File: src/rtl/irq_arb_pkg.sv
// Package: shared widths and constants of the interrupt arbiter.
// Assumes a 3-bit level field and 8-bit vector numbers.
package irq_arb_pkg;
    localparam int LVL_W           = 3;
    localparam int MAX_LVL         = (1 << LVL_W) - 1;
    localparam int VEC_W           = 8;
    localparam int OFS_W           = VEC_W + 2;
    localparam int PERIPH_VEC_BASE = 64;
    localparam int SWI_VEC_BASE    = 96;

    typedef logic [LVL_W-1:0] lvl_t;
    typedef logic [VEC_W-1:0] vec_t;
endpackage

File: src/rtl/irq_src_map.sv
// irq_src_map: flattens peripheral and software requests into one source
// list ordered by rising vector number, with each source's level and vector.
// Assumes NUM_PERIPH <= 32 so peripheral vectors stay below the software ones.
module irq_src_map
    import irq_arb_pkg::*;
#(
    parameter int NUM_PERIPH = 30,
    localparam int NUM_SWI   = MAX_LVL,
    localparam int NUM_SRC   = NUM_PERIPH + NUM_SWI
) (
    input  logic [NUM_PERIPH-1:0]       periph_req,
    input  logic [NUM_PERIPH*LVL_W-1:0] periph_level,
    input  logic [NUM_SWI-1:0]          swi_req,
    output logic [NUM_SRC-1:0]          src_req,
    output lvl_t [NUM_SRC-1:0]          src_lvl,
    output vec_t [NUM_SRC-1:0]          src_vec
);
    // Peripheral sources keep their own level and sit at the low vectors.
    for (genvar j = 0; j < NUM_PERIPH; j++) begin : g_periph
        assign src_req[j] = periph_req[j];
        assign src_lvl[j] = periph_level[j*LVL_W +: LVL_W];
        assign src_vec[j] = VEC_W'(PERIPH_VEC_BASE + j);
    end

    // Software sources: entry k has level MAX_LVL-k and vector base+k.
    for (genvar k = 0; k < NUM_SWI; k++) begin : g_swi
        assign src_req[NUM_PERIPH+k] = swi_req[MAX_LVL-1-k];
        assign src_lvl[NUM_PERIPH+k] = LVL_W'(MAX_LVL - k);
        assign src_vec[NUM_PERIPH+k] = VEC_W'(SWI_VEC_BASE + k);
    end
endmodule

File: src/rtl/irq_edge_latch.sv
// irq_edge_latch: captures rising edges of requests at the top level and
// holds them until the arbiter reports the source as taken.
// Assumes clr is a one-hot (or zero) vector from the arbiter.
module irq_edge_latch
    import irq_arb_pkg::*;
#(
    parameter int NUM_SRC = 37
) (
    input  logic               clk,
    input  logic               rst_n,
    input  logic [NUM_SRC-1:0] src_req,
    input  lvl_t [NUM_SRC-1:0] src_lvl,
    input  logic [NUM_SRC-1:0] clr,
    output logic [NUM_SRC-1:0] pend7
);
    logic [NUM_SRC-1:0] req7;
    logic [NUM_SRC-1:0] req7_q;
    logic [NUM_SRC-1:0] rise7;

    for (genvar i = 0; i < NUM_SRC; i++) begin : g_req7
        assign req7[i] = src_req[i] && (src_lvl[i] == LVL_W'(MAX_LVL));
    end
    assign rise7 = req7 & ~req7_q;

    // Remember last request state to spot rising edges.
    always_ff @(posedge clk) begin
        if (!rst_n) req7_q <= '0;
        else        req7_q <= req7;
    end

    // Set on an edge, release on take; a fresh edge wins over a release.
    always_ff @(posedge clk) begin
        if (!rst_n) pend7 <= '0;
        else        pend7 <= (pend7 & ~clr) | rise7;
    end

    for (genvar i = 0; i < NUM_SRC; i++) begin : g_chk
        // every rising edge of a level-7 request is held pending.
        p_edge_held_r3: assert property (@(posedge clk) disable iff (!rst_n)
            (req7[i] && !req7_q[i]) |=> pend7[i]);
        // a taken latch is released unless a new edge arrived with it.
        p_latch_release_r11: assert property (@(posedge clk) disable iff (!rst_n)
            (clr[i] && !(req7[i] && !req7_q[i])) |=> !pend7[i]);
    end
endmodule

File: src/rtl/irq_winner_select.sv
// irq_winner_select: picks the eligible source with the highest level,
// breaking ties by lowest index (sources are ordered by vector number).
// Assumes src order matches ascending vector number.
module irq_winner_select
    import irq_arb_pkg::*;
#(
    parameter int NUM_SRC = 37,
    localparam int IDX_W  = $clog2(NUM_SRC)
) (
    input  logic [NUM_SRC-1:0] src_req,
    input  lvl_t [NUM_SRC-1:0] src_lvl,
    input  vec_t [NUM_SRC-1:0] src_vec,
    input  logic [NUM_SRC-1:0] pend7,
    input  lvl_t               mask,
    output logic               win_valid,
    output lvl_t               win_lvl,
    output vec_t               win_vec,
    output logic [NUM_SRC-1:0] win_onehot
);
    logic [NUM_SRC-1:0] elig;
    logic [IDX_W-1:0]   win_idx;

    // Top level counts only through its edge latch; others must beat the mask.
    for (genvar i = 0; i < NUM_SRC; i++) begin : g_elig
        assign elig[i] = (src_lvl[i] == LVL_W'(MAX_LVL)) ? pend7[i]
                       : (src_req[i] && (src_lvl[i] > mask));
    end

    // Strict compare keeps the lowest index among equal levels.
    always_comb begin
        win_valid = 1'b0;
        win_lvl   = '0;
        win_vec   = '0;
        win_idx   = '0;
        for (int i = 0; i < NUM_SRC; i++) begin
            if (elig[i] && (src_lvl[i] > win_lvl)) begin
                win_valid = 1'b1;
                win_lvl   = src_lvl[i];
                win_vec   = src_vec[i];
                win_idx   = IDX_W'(i);
            end
        end
    end

    assign win_onehot = win_valid ? (NUM_SRC'(1) << win_idx) : '0;
endmodule

File: src/rtl/irq_level_arbiter.sv
// irq_level_arbiter: top of the leveled interrupt arbiter. Samples requests
// at instruction boundaries (not on a handler's first instruction) and
// registers take pulse, vector, offset and new mask.
// Assumes insn_boundary is a single-cycle strobe per instruction.
module irq_level_arbiter
    import irq_arb_pkg::*;
#(
    parameter int NUM_PERIPH = 30,
    localparam int NUM_SWI   = MAX_LVL,
    localparam int NUM_SRC   = NUM_PERIPH + NUM_SWI
) (
    input  logic                        clk,
    input  logic                        rst_n,
    input  logic [NUM_PERIPH-1:0]       periph_req,
    input  logic [NUM_PERIPH*LVL_W-1:0] periph_level,
    input  logic [NUM_SWI-1:0]          swi_req,
    input  logic [LVL_W-1:0]            sr_mask,
    input  logic                        insn_boundary,
    input  logic                        first_of_handler,
    output logic                        take_irq,
    output logic [VEC_W-1:0]            vec_num,
    output logic [OFS_W-1:0]            vec_offset,
    output logic [LVL_W-1:0]            new_mask
);
    logic [NUM_SRC-1:0] src_req;
    lvl_t [NUM_SRC-1:0] src_lvl;
    vec_t [NUM_SRC-1:0] src_vec;
    logic [NUM_SRC-1:0] pend7;
    logic [NUM_SRC-1:0] clr;
    logic [NUM_SRC-1:0] win_onehot;
    logic               win_valid;
    lvl_t               win_lvl;
    vec_t               win_vec;
    logic               sample;

    irq_src_map #(.NUM_PERIPH(NUM_PERIPH)) u_map (
        .periph_req  (periph_req),
        .periph_level(periph_level),
        .swi_req     (swi_req),
        .src_req     (src_req),
        .src_lvl     (src_lvl),
        .src_vec     (src_vec)
    );

    irq_edge_latch #(.NUM_SRC(NUM_SRC)) u_latch (
        .clk    (clk),
        .rst_n  (rst_n),
        .src_req(src_req),
        .src_lvl(src_lvl),
        .clr    (clr),
        .pend7  (pend7)
    );

    irq_winner_select #(.NUM_SRC(NUM_SRC)) u_sel (
        .src_req   (src_req),
        .src_lvl   (src_lvl),
        .src_vec   (src_vec),
        .pend7     (pend7),
        .mask      (sr_mask),
        .win_valid (win_valid),
        .win_lvl   (win_lvl),
        .win_vec   (win_vec),
        .win_onehot(win_onehot)
    );

    assign sample = insn_boundary && !first_of_handler;
    // Release a level-7 latch only when its own vector is taken.
    assign clr = (sample && (win_lvl == LVL_W'(MAX_LVL))) ? win_onehot : '0;

    // Register the decision; vector fields hold until the next take.
    always_ff @(posedge clk) begin
        if (!rst_n) begin
            take_irq   <= 1'b0;
            vec_num    <= '0;
            vec_offset <= '0;
            new_mask   <= '0;
        end else begin
            take_irq <= sample && win_valid;
            if (sample && win_valid) begin
                vec_num    <= win_vec;
                vec_offset <= {win_vec, 2'b00};
                new_mask   <= win_lvl;
            end
        end
    end

    // a take is always the answer to a boundary cycle.
    p_take_on_boundary_r6: assert property (@(posedge clk) disable iff (!rst_n)
        take_irq |-> $past(insn_boundary));
    // no take comes from a handler's first instruction.
    p_take_not_first_r7: assert property (@(posedge clk) disable iff (!rst_n)
        take_irq |-> !$past(first_of_handler));
    // a maskable take was above the mask in force at the boundary.
    p_above_mask_r2: assert property (@(posedge clk) disable iff (!rst_n)
        (take_irq && new_mask != LVL_W'(MAX_LVL)) |-> (new_mask > $past(sr_mask)));
    // the vector lies in the peripheral or software window.
    p_vec_window_r8: assert property (@(posedge clk) disable iff (!rst_n)
        take_irq |-> ((vec_num >= VEC_W'(PERIPH_VEC_BASE)
                       && vec_num < VEC_W'(PERIPH_VEC_BASE + NUM_PERIPH))
                   || (vec_num >= VEC_W'(SWI_VEC_BASE)
                       && vec_num < VEC_W'(SWI_VEC_BASE + NUM_SWI))));
endmodule

File: config.mk
export PLATFORM = sky130hd
export DESIGN_NAME = irq_level_arbiter
export DESIGN_NICKNAME = d
export VERILOG_FILES = /design/src/rtl/irq_arb_pkg.sv /design/src/rtl/irq_src_map.sv /design/src/rtl/irq_edge_latch.sv /design/src/rtl/irq_winner_select.sv /design/src/rtl/irq_level_arbiter.sv
export SDC_FILE = /design/constraint.sdc
export NUM_CORES = 1
export LEC_CHECK = 0
export ABC_CLOCK_PERIOD_IN_PS = 129500
export BUFFER_PORTS_ARGS = -buffer_cell sky130_fd_sc_hd__buf_2
export CAP_MARGIN = 20
export CORE_ASPECT_RATIO = 0.9
export CORE_MARGIN = 2
export CORE_UTILIZATION = 30
export DETAILED_ROUTE_END_ITERATION = 8
export SLEW_MARGIN = 20
export SYNTH_ARGS = -nofsm -noshare
export SYNTH_HDL_FRONTEND = slang
export SYNTH_SLANG_ARGS = --single-unit
export TNS_END_PERCENT = 50
File: constraint.sdc
create_clock -name clk -period 129.5 [get_ports clk]
set_input_delay 6.475 -clock clk [delete_from_list [all_inputs] [get_ports clk]]
set_output_delay 6.475 -clock clk [all_outputs]
set_load 0.01 [all_outputs]
Yosys cells after proc, flatten, opt, wreduce, memory -nomap -nowiden
Index checks and enable logic that the tools add are counted.
{"block": "totals", "regBits": 86, "latch_bits": 0, "ram_bits": 0, "rom_bits": 0, "inputBits": 134, "output_inout_bits": 22, "elab_cells": 402, "n_memories": 0}
{"block": "classes", "n_addsub": 0, "mul": 0, "n_div": 0, "order_cmp": 73, "n_eq_ne": 31, "shifts": 1, "muxes": 179, "bitwise_logic": 5, "reduce_logical": 107}
{"op": "7-bit two-way mux", "n": 37}
{"op": "3-bit > comparator", "n": 59}
{"op": "3-bit two-way mux", "n": 41}
{"op": "1-bit logical AND", "n": 106}
{"op": "3-bit equality test, second input constant", "n": 31}
{"op": "5-bit two-way mux", "n": 16}
{"op": "37-bit two-way mux", "n": 2}
{"op": "37-bit inverter", "n": 2}
{"op": "1-bit two-way mux", "n": 68}
{"op": "31-bit by 37-bit AND with 37-bit output", "n": 1}
{"op": "37-bit AND", "n": 1}
{"op": "37-bit OR", "n": 1}
{"op": "1-bit by 6-bit left shift with 37-bit output, first input constant", "n": 1}
{"op": "4-bit two-way mux", "n": 8}
{"op": "6-bit two-way mux", "n": 5}
{"op": "3-bit > comparator, first input constant", "n": 7}
{"op": "2-bit by 3-bit > comparator with 1-bit output, first input constant", "n": 4}
{"op": "1-bit by 3-bit > comparator with 1-bit output, first input constant", "n": 2}
{"op": "2-bit two-way mux", "n": 2}
{"op": "3-bit by 1-bit > comparator with 1-bit output, second input constant", "n": 1}
{"op": "1-bit logical NOT", "n": 1}

Longest topological paths before layout
{"block": "depth", "word_depth": 119, "depth_mapped": 225, "depth_no_buf": 224}

Modules after synthesis
From an unflattened synthesis, not the netlist that was laid out.
{"block": "hier_totals", "hier_cells": 2758, "area_unflattened_um2": 18949.4}
{"module": "irq_winner_select", "n_inst": 1, "cells_per_inst": 1900, "area_each_um2": 12059.1, "seq_area_each_um2": 0.0}
{"module": "irq_src_map", "n_inst": 1, "cells_per_inst": 446, "area_each_um2": 3340.7, "seq_area_each_um2": 0.0}
{"module": "irq_edge_latch", "n_inst": 1, "cells_per_inst": 268, "area_each_um2": 2557.5, "seq_area_each_um2": 1481.4}
{"module": "irq_level_arbiter", "n_inst": 1, "cells_per_inst": 144, "area_each_um2": 992.2, "seq_area_each_um2": 240.2}

Worst setup path after synthesis
OpenSTA, ideal clock, no wires.
{"block": "synth_path", "kind": "input port to flip-flop", "startpoint": "input port sr_mask[1]", "endpoint": "register u_latch.pend7[10]", "setup_time_ns": 0.117, "t_arrival_ns": 45.383, "required_time_ns": 129.383, "slack_ns": 84.000, "path_stages": 212, "n_path_buf": 0, "cell_sequence": "inv_1 -> ha_1 -> nor2b_1 -> o21a_1 -> o211ai_1 -> and2_1 -> ha_1 -> nor2b_1 -> o21ai_1 -> a32oi_2 -> a22o_2 -> and2_1 -> ha_1 -> nor2b_1 -> o21ai_1 -> a21oi_1 -> nand2_1 -> o22a_1 -> (+176 left out) -> a2111o_1 -> and2_1 -> ha_1 -> inv_1 -> a21o_1 -> a21oi_1 -> a311oi_1 -> nor2_1 -> a21oi_1 -> nand2_1 -> or4_1 -> or4_1 -> a32oi_1 -> a22oi_1 -> nor4_1 -> nand2b_1 -> nand2b_1 -> a32o_1"}
{"block": "synth_via", "elab_chain_len": 119, "word_cells_on_any_way": 293, "cone_classes": "order compare: 72; eq/ne: 1; shift: 1; mux: 142; bitwise: 3; reduce/logical: 74"}
{"item": "start: declaration", "line_no": "irq_level_arbiter.sv:17", "source": "input logic [LVL_W-1:0] sr_mask,"}
{"item": "3-bit > comparator", "line_no": "irq_winner_select.sv:26", "source": ": (src_req[i] && (src_lvl[i] > mask));"}
{"item": "1-bit logical AND", "line_no": "irq_winner_select.sv:26"}
{"item": "1-bit two-way mux", "line_no": "irq_winner_select.sv:25", "source": "assign elig[i] = (src_lvl[i] == LVL_W'(MAX_LVL)) ? pend7[i]"}
{"item": "1-bit logical AND", "line_no": "irq_winner_select.sv:36", "source": "if (elig[i] && (src_lvl[i] > win_lvl)) begin"}
{"item": "3-bit two-way mux", "line_no": "irq_winner_select.sv:36"}
{"item": "3-bit > comparator", "line_no": "irq_winner_select.sv:36"}
{"item": "1-bit logical AND", "line_no": "irq_winner_select.sv:36"}
{"item": "3-bit two-way mux", "line_no": "irq_winner_select.sv:36"}
{"item": "(+103 left out)"}
{"item": "1-bit logical AND", "line_no": "irq_winner_select.sv:36"}
{"item": "3-bit two-way mux / 6-bit two-way mux (equally long branches)", "line_no": "irq_winner_select.sv:36"}
{"item": "3-bit equality test / 1-bit by 6-bit left shift with 37-bit output (equally long branches)", "line_no": "irq_level_arbiter.sv:68, irq_winner_select.sv:45"}
{"item": "1-bit logical AND / 37-bit two-way mux (equally long branches)", "line_no": "irq_level_arbiter.sv:68, irq_winner_select.sv:45"}
{"item": "37-bit two-way mux (*)", "line_no": "irq_level_arbiter.sv:68", "source": "assign clr = (sample && (win_lvl == LVL_W'(MAX_LVL))) ? win_onehot : '0;"}
{"item": "37-bit inverter (*)", "line_no": "irq_edge_latch.sv:34", "source": "else pend7 <= (pend7 & ~clr) | rise7;"}
{"item": "37-bit AND (*)", "line_no": "irq_edge_latch.sv:34"}
{"item": "37-bit OR (*)", "line_no": "irq_edge_latch.sv:34"}
{"item": "end signal: assignment", "line_no": "irq_edge_latch.sv:34"}
{"item": "end: declaration", "line_no": "irq_edge_latch.sv:14", "source": "output logic [NUM_SRC-1:0] pend7"}
Mark *: on every way between the ends. The rest lies on a longest branch, timed or not.
A chain may end at the register's enable or synchronous reset.

Worst setup path after layout
{"block": "layout_path", "startpoint": "input port sr_mask[1]", "endpoint": "register u_latch.pend7[20]"}
Same word-level chain as after synthesis.

==> flow_metrics.env <==
export IMPL_status="completed"
export IMPL_gp_congestion=0.8929
export IMPL_worst_slack_ps=78780
export IMPL_fin_hold_ws_ps=413.7
export IMPL_die_area_mm2=0.03446
export IMPL_setup_violations=0
export IMPL_ff_latch_area_mm2=0.001461
export IMPL_critPathKind="in -> reg"
export IMPL_yosys_warnings=0
export IMPL_synth_edf_count=0
export IMPL_synth_cell_types=101
export IMPL_netlist_instances=1355
export IMPL_areaGrowthSynthToFinish_pct=15.44
export IMPL_finClkSkew_ps=9.608
export IMPL_yosys_area_top_type_share=0.1618
export IMPL_ys_seq_area_frac=0.1477
export IMPL_period_share=0.3916
export IMPL_critical_path_most_common_cell="nor2_1"
export IMPL_overflow=0
export IMPL_yosys_area_top_type="ha_1"
export IMPL_syn_area_mm2=0.009897
export IMPL_cap_viol_max_count=0
export IMPL_leakage_uw=0.005253
export IMPL_drt_iter0_drc=772
export IMPL_max_stage_delay_ps=560
export IMPL_num_rows=63
export IMPL_min_path_type="reg -> reg"
export IMPL_max_slew_margin_rel=0.4170
export IMPL_remaining_drc_errors=0
export IMPL_fin_nets=1764
export IMPL_start_kind="input port"
export IMPL_avgSynthCellArea_um2=7.304
export IMPL_layout_drive_gt1_share=0.1632
export IMPL_antenna_found_initial=5
export IMPL_cts_resized=0
export IMPL_ys_ff_latch=73
export IMPL_cp_data_arrival_time_ps=50930
export IMPL_via_per_inst=5.541
export IMPL_rsz0062_at_grt="false"
export IMPL_synthFlopType="dfxtp_1"
export IMPL_hold_violations=0
export IMPL_ir_drop_mv=0.006889
export IMPL_synthTopCellsByArea="ha_1 (16%), dfxtp_1 (15%), nand2_1 (5.6%), a21oi_1 (4.5%), inv_1 (4.2%)"
export IMPL_slew_viol_final=0
export IMPL_dr_total_vias=10706
export IMPL_worstMarginPinSlew_ps=866.5
export IMPL_yosysMostFrequentCell="nand2_1"
export IMPL_cts_path_max_buffers=2
export IMPL_post_place_ws_ps=78900
export IMPL_crit_fanout=17
export IMPL_multi_input_comb_area_mm2=0.007889
export IMPL_first_global_vias=10059
export IMPL_wire_per_inst_um=17.43
export IMPL_cts_root_buffer="clkbuf_16"
export IMPL_die_x_um=195.5
export IMPL_power_total_uw=155.4
export IMPL_slowest_stage="nor3_1"
export IMPL_postCtsSetupRepairBufs=0
export IMPL_fillers=3496
export IMPL_fmax_mhz=19.72
export IMPL_cts_hold_buf=0
export IMPL_place_hpwl_mm=27.26
export IMPL_worstPathRequired_ps=129710
export IMPL_start_util=0.3025
export IMPL_numPortBuffers=151
export IMPL_synth_async_reset_ratio=0
export IMPL_grt_max_degree=63
export IMPL_clk_latency_ps=360
export IMPL_grt_use_total=0.1930
export IMPL_cts_tree="built"
export IMPL_cts_max_level=3
export IMPL_core_area_mm2=0.03271
export IMPL_drtPass1Iterations=5
export IMPL_drtAntennaViolNets=0
export IMPL_final_setup_tns_ps=0
export IMPL_pin_count=156
export IMPL_powerDensity_mw_per_mm2=13.60
export IMPL_cts_sinks=73
export IMPL_grt_pass1_wl_mm=53.22
export IMPL_crit_path_end_kind="flop"
export IMPL_synthTopCellsByCount="nand2_1 (147), ha_1 (128), inv_1 (112), nor2_1 (102), a21oi_1 (88)"
export IMPL_die_h_um=176.3
export IMPL_wl_mm=33.68
export IMPL_clk_pin_slew_ps=70
export IMPL_cts_made_buffers=9
export IMPL_final_min_clock_period_ps=50720
-- cell usage in the layout, fill, tap and decap left out, types with 60 or more instances in the layout --
cell type	n
a21oi_1	88
ha_1	128
nand3_1	78
nand2_1	147
inv_1	112
nor2_1	102
and3_1	60
dfxtp_1	73
o21ai_0	63
buf_2	151
-- per-stage QoR --
stage	area, um^2	util	instances
floorplan	9908	-	1358
global placement	11120	0.3400	1913
detailed placement	11120	0.3400	1913
CTS	11420	0.3490	1929
global route	11420	0.3492	1931
finish	11420	0.3492	1932
-- report_power, final --
group	internal (uW)	switching [uW]
Combinational	39.8	63.7
Clock	15.0	11.6
Sequential	24.1	1.30
-- routing by layer --
layer  vias to the layer above  global-route usage  wire length, um
li1                       5355                   -                -
met1                      4971              0.2700            16260
met2                       326              0.3003            14450
met3                        48             0.03515             2075
met4                         6             0.05980              852
met5                         -                   0               40
-- critical path, delay by kind of cell --
family / cells / cell delay, ps
compound gates: 95 / 20890
fa+ha+maj: 33 / 9130
buf+inv: 8 / 950
mux: 10 / 3580
simple gates: 68 / 9770
-- cell type report --
type                            count  share of cell area
Clock buffer                        9             0.01971
Tap cell                          422             0.04622
Multi-Input combinational cell   1146              0.6905
Sequential cell                    73              0.1279
Clock inverter                      7            0.006133
Inverter                          112             0.03680
Antenna cell                        3           0.0006571
Timing Repair Buffer              160             0.07206
-- registers in the layout (all words and copies together) (netlist names) --
register	flops
u_latch.pend7	31
new_mask	3
u_latch.req7_q	31
vec_num	7
take_irq	1
-- cell families after synthesis --
group / count (synthesis) / share of synthesized area
AO/OA/AOI/OAI: 421 / 0.3144
multiplexers: 21 / 0.02377
buffers and inverters: 139 / 0.05689
XOR/XNOR: 1 / 0.0008851
flip-flops: 73 / 0.1477
adder cells (fa/ha/maj): 132 / 0.1659
other: 1 / 0.0003789
AND/OR/NAND/NOR: 567 / 0.2901
-- worst paths after layout --
check / from / to / slack (ps) / cells after the start
worst max-delay path: sr_mask[1] / u_latch.pend7[20] / 78780 / 214
worst min-delay path: u_latch.req7_q[26] / u_latch.pend7[26] / 410 / 1
worst max register to register: u_latch.pend7[0] / u_latch.pend7[20] / 85550 / 208
worst min register to register: u_latch.req7_q[26] / u_latch.pend7[26] / 410 / 1
(Power assumes the default switching activity.)
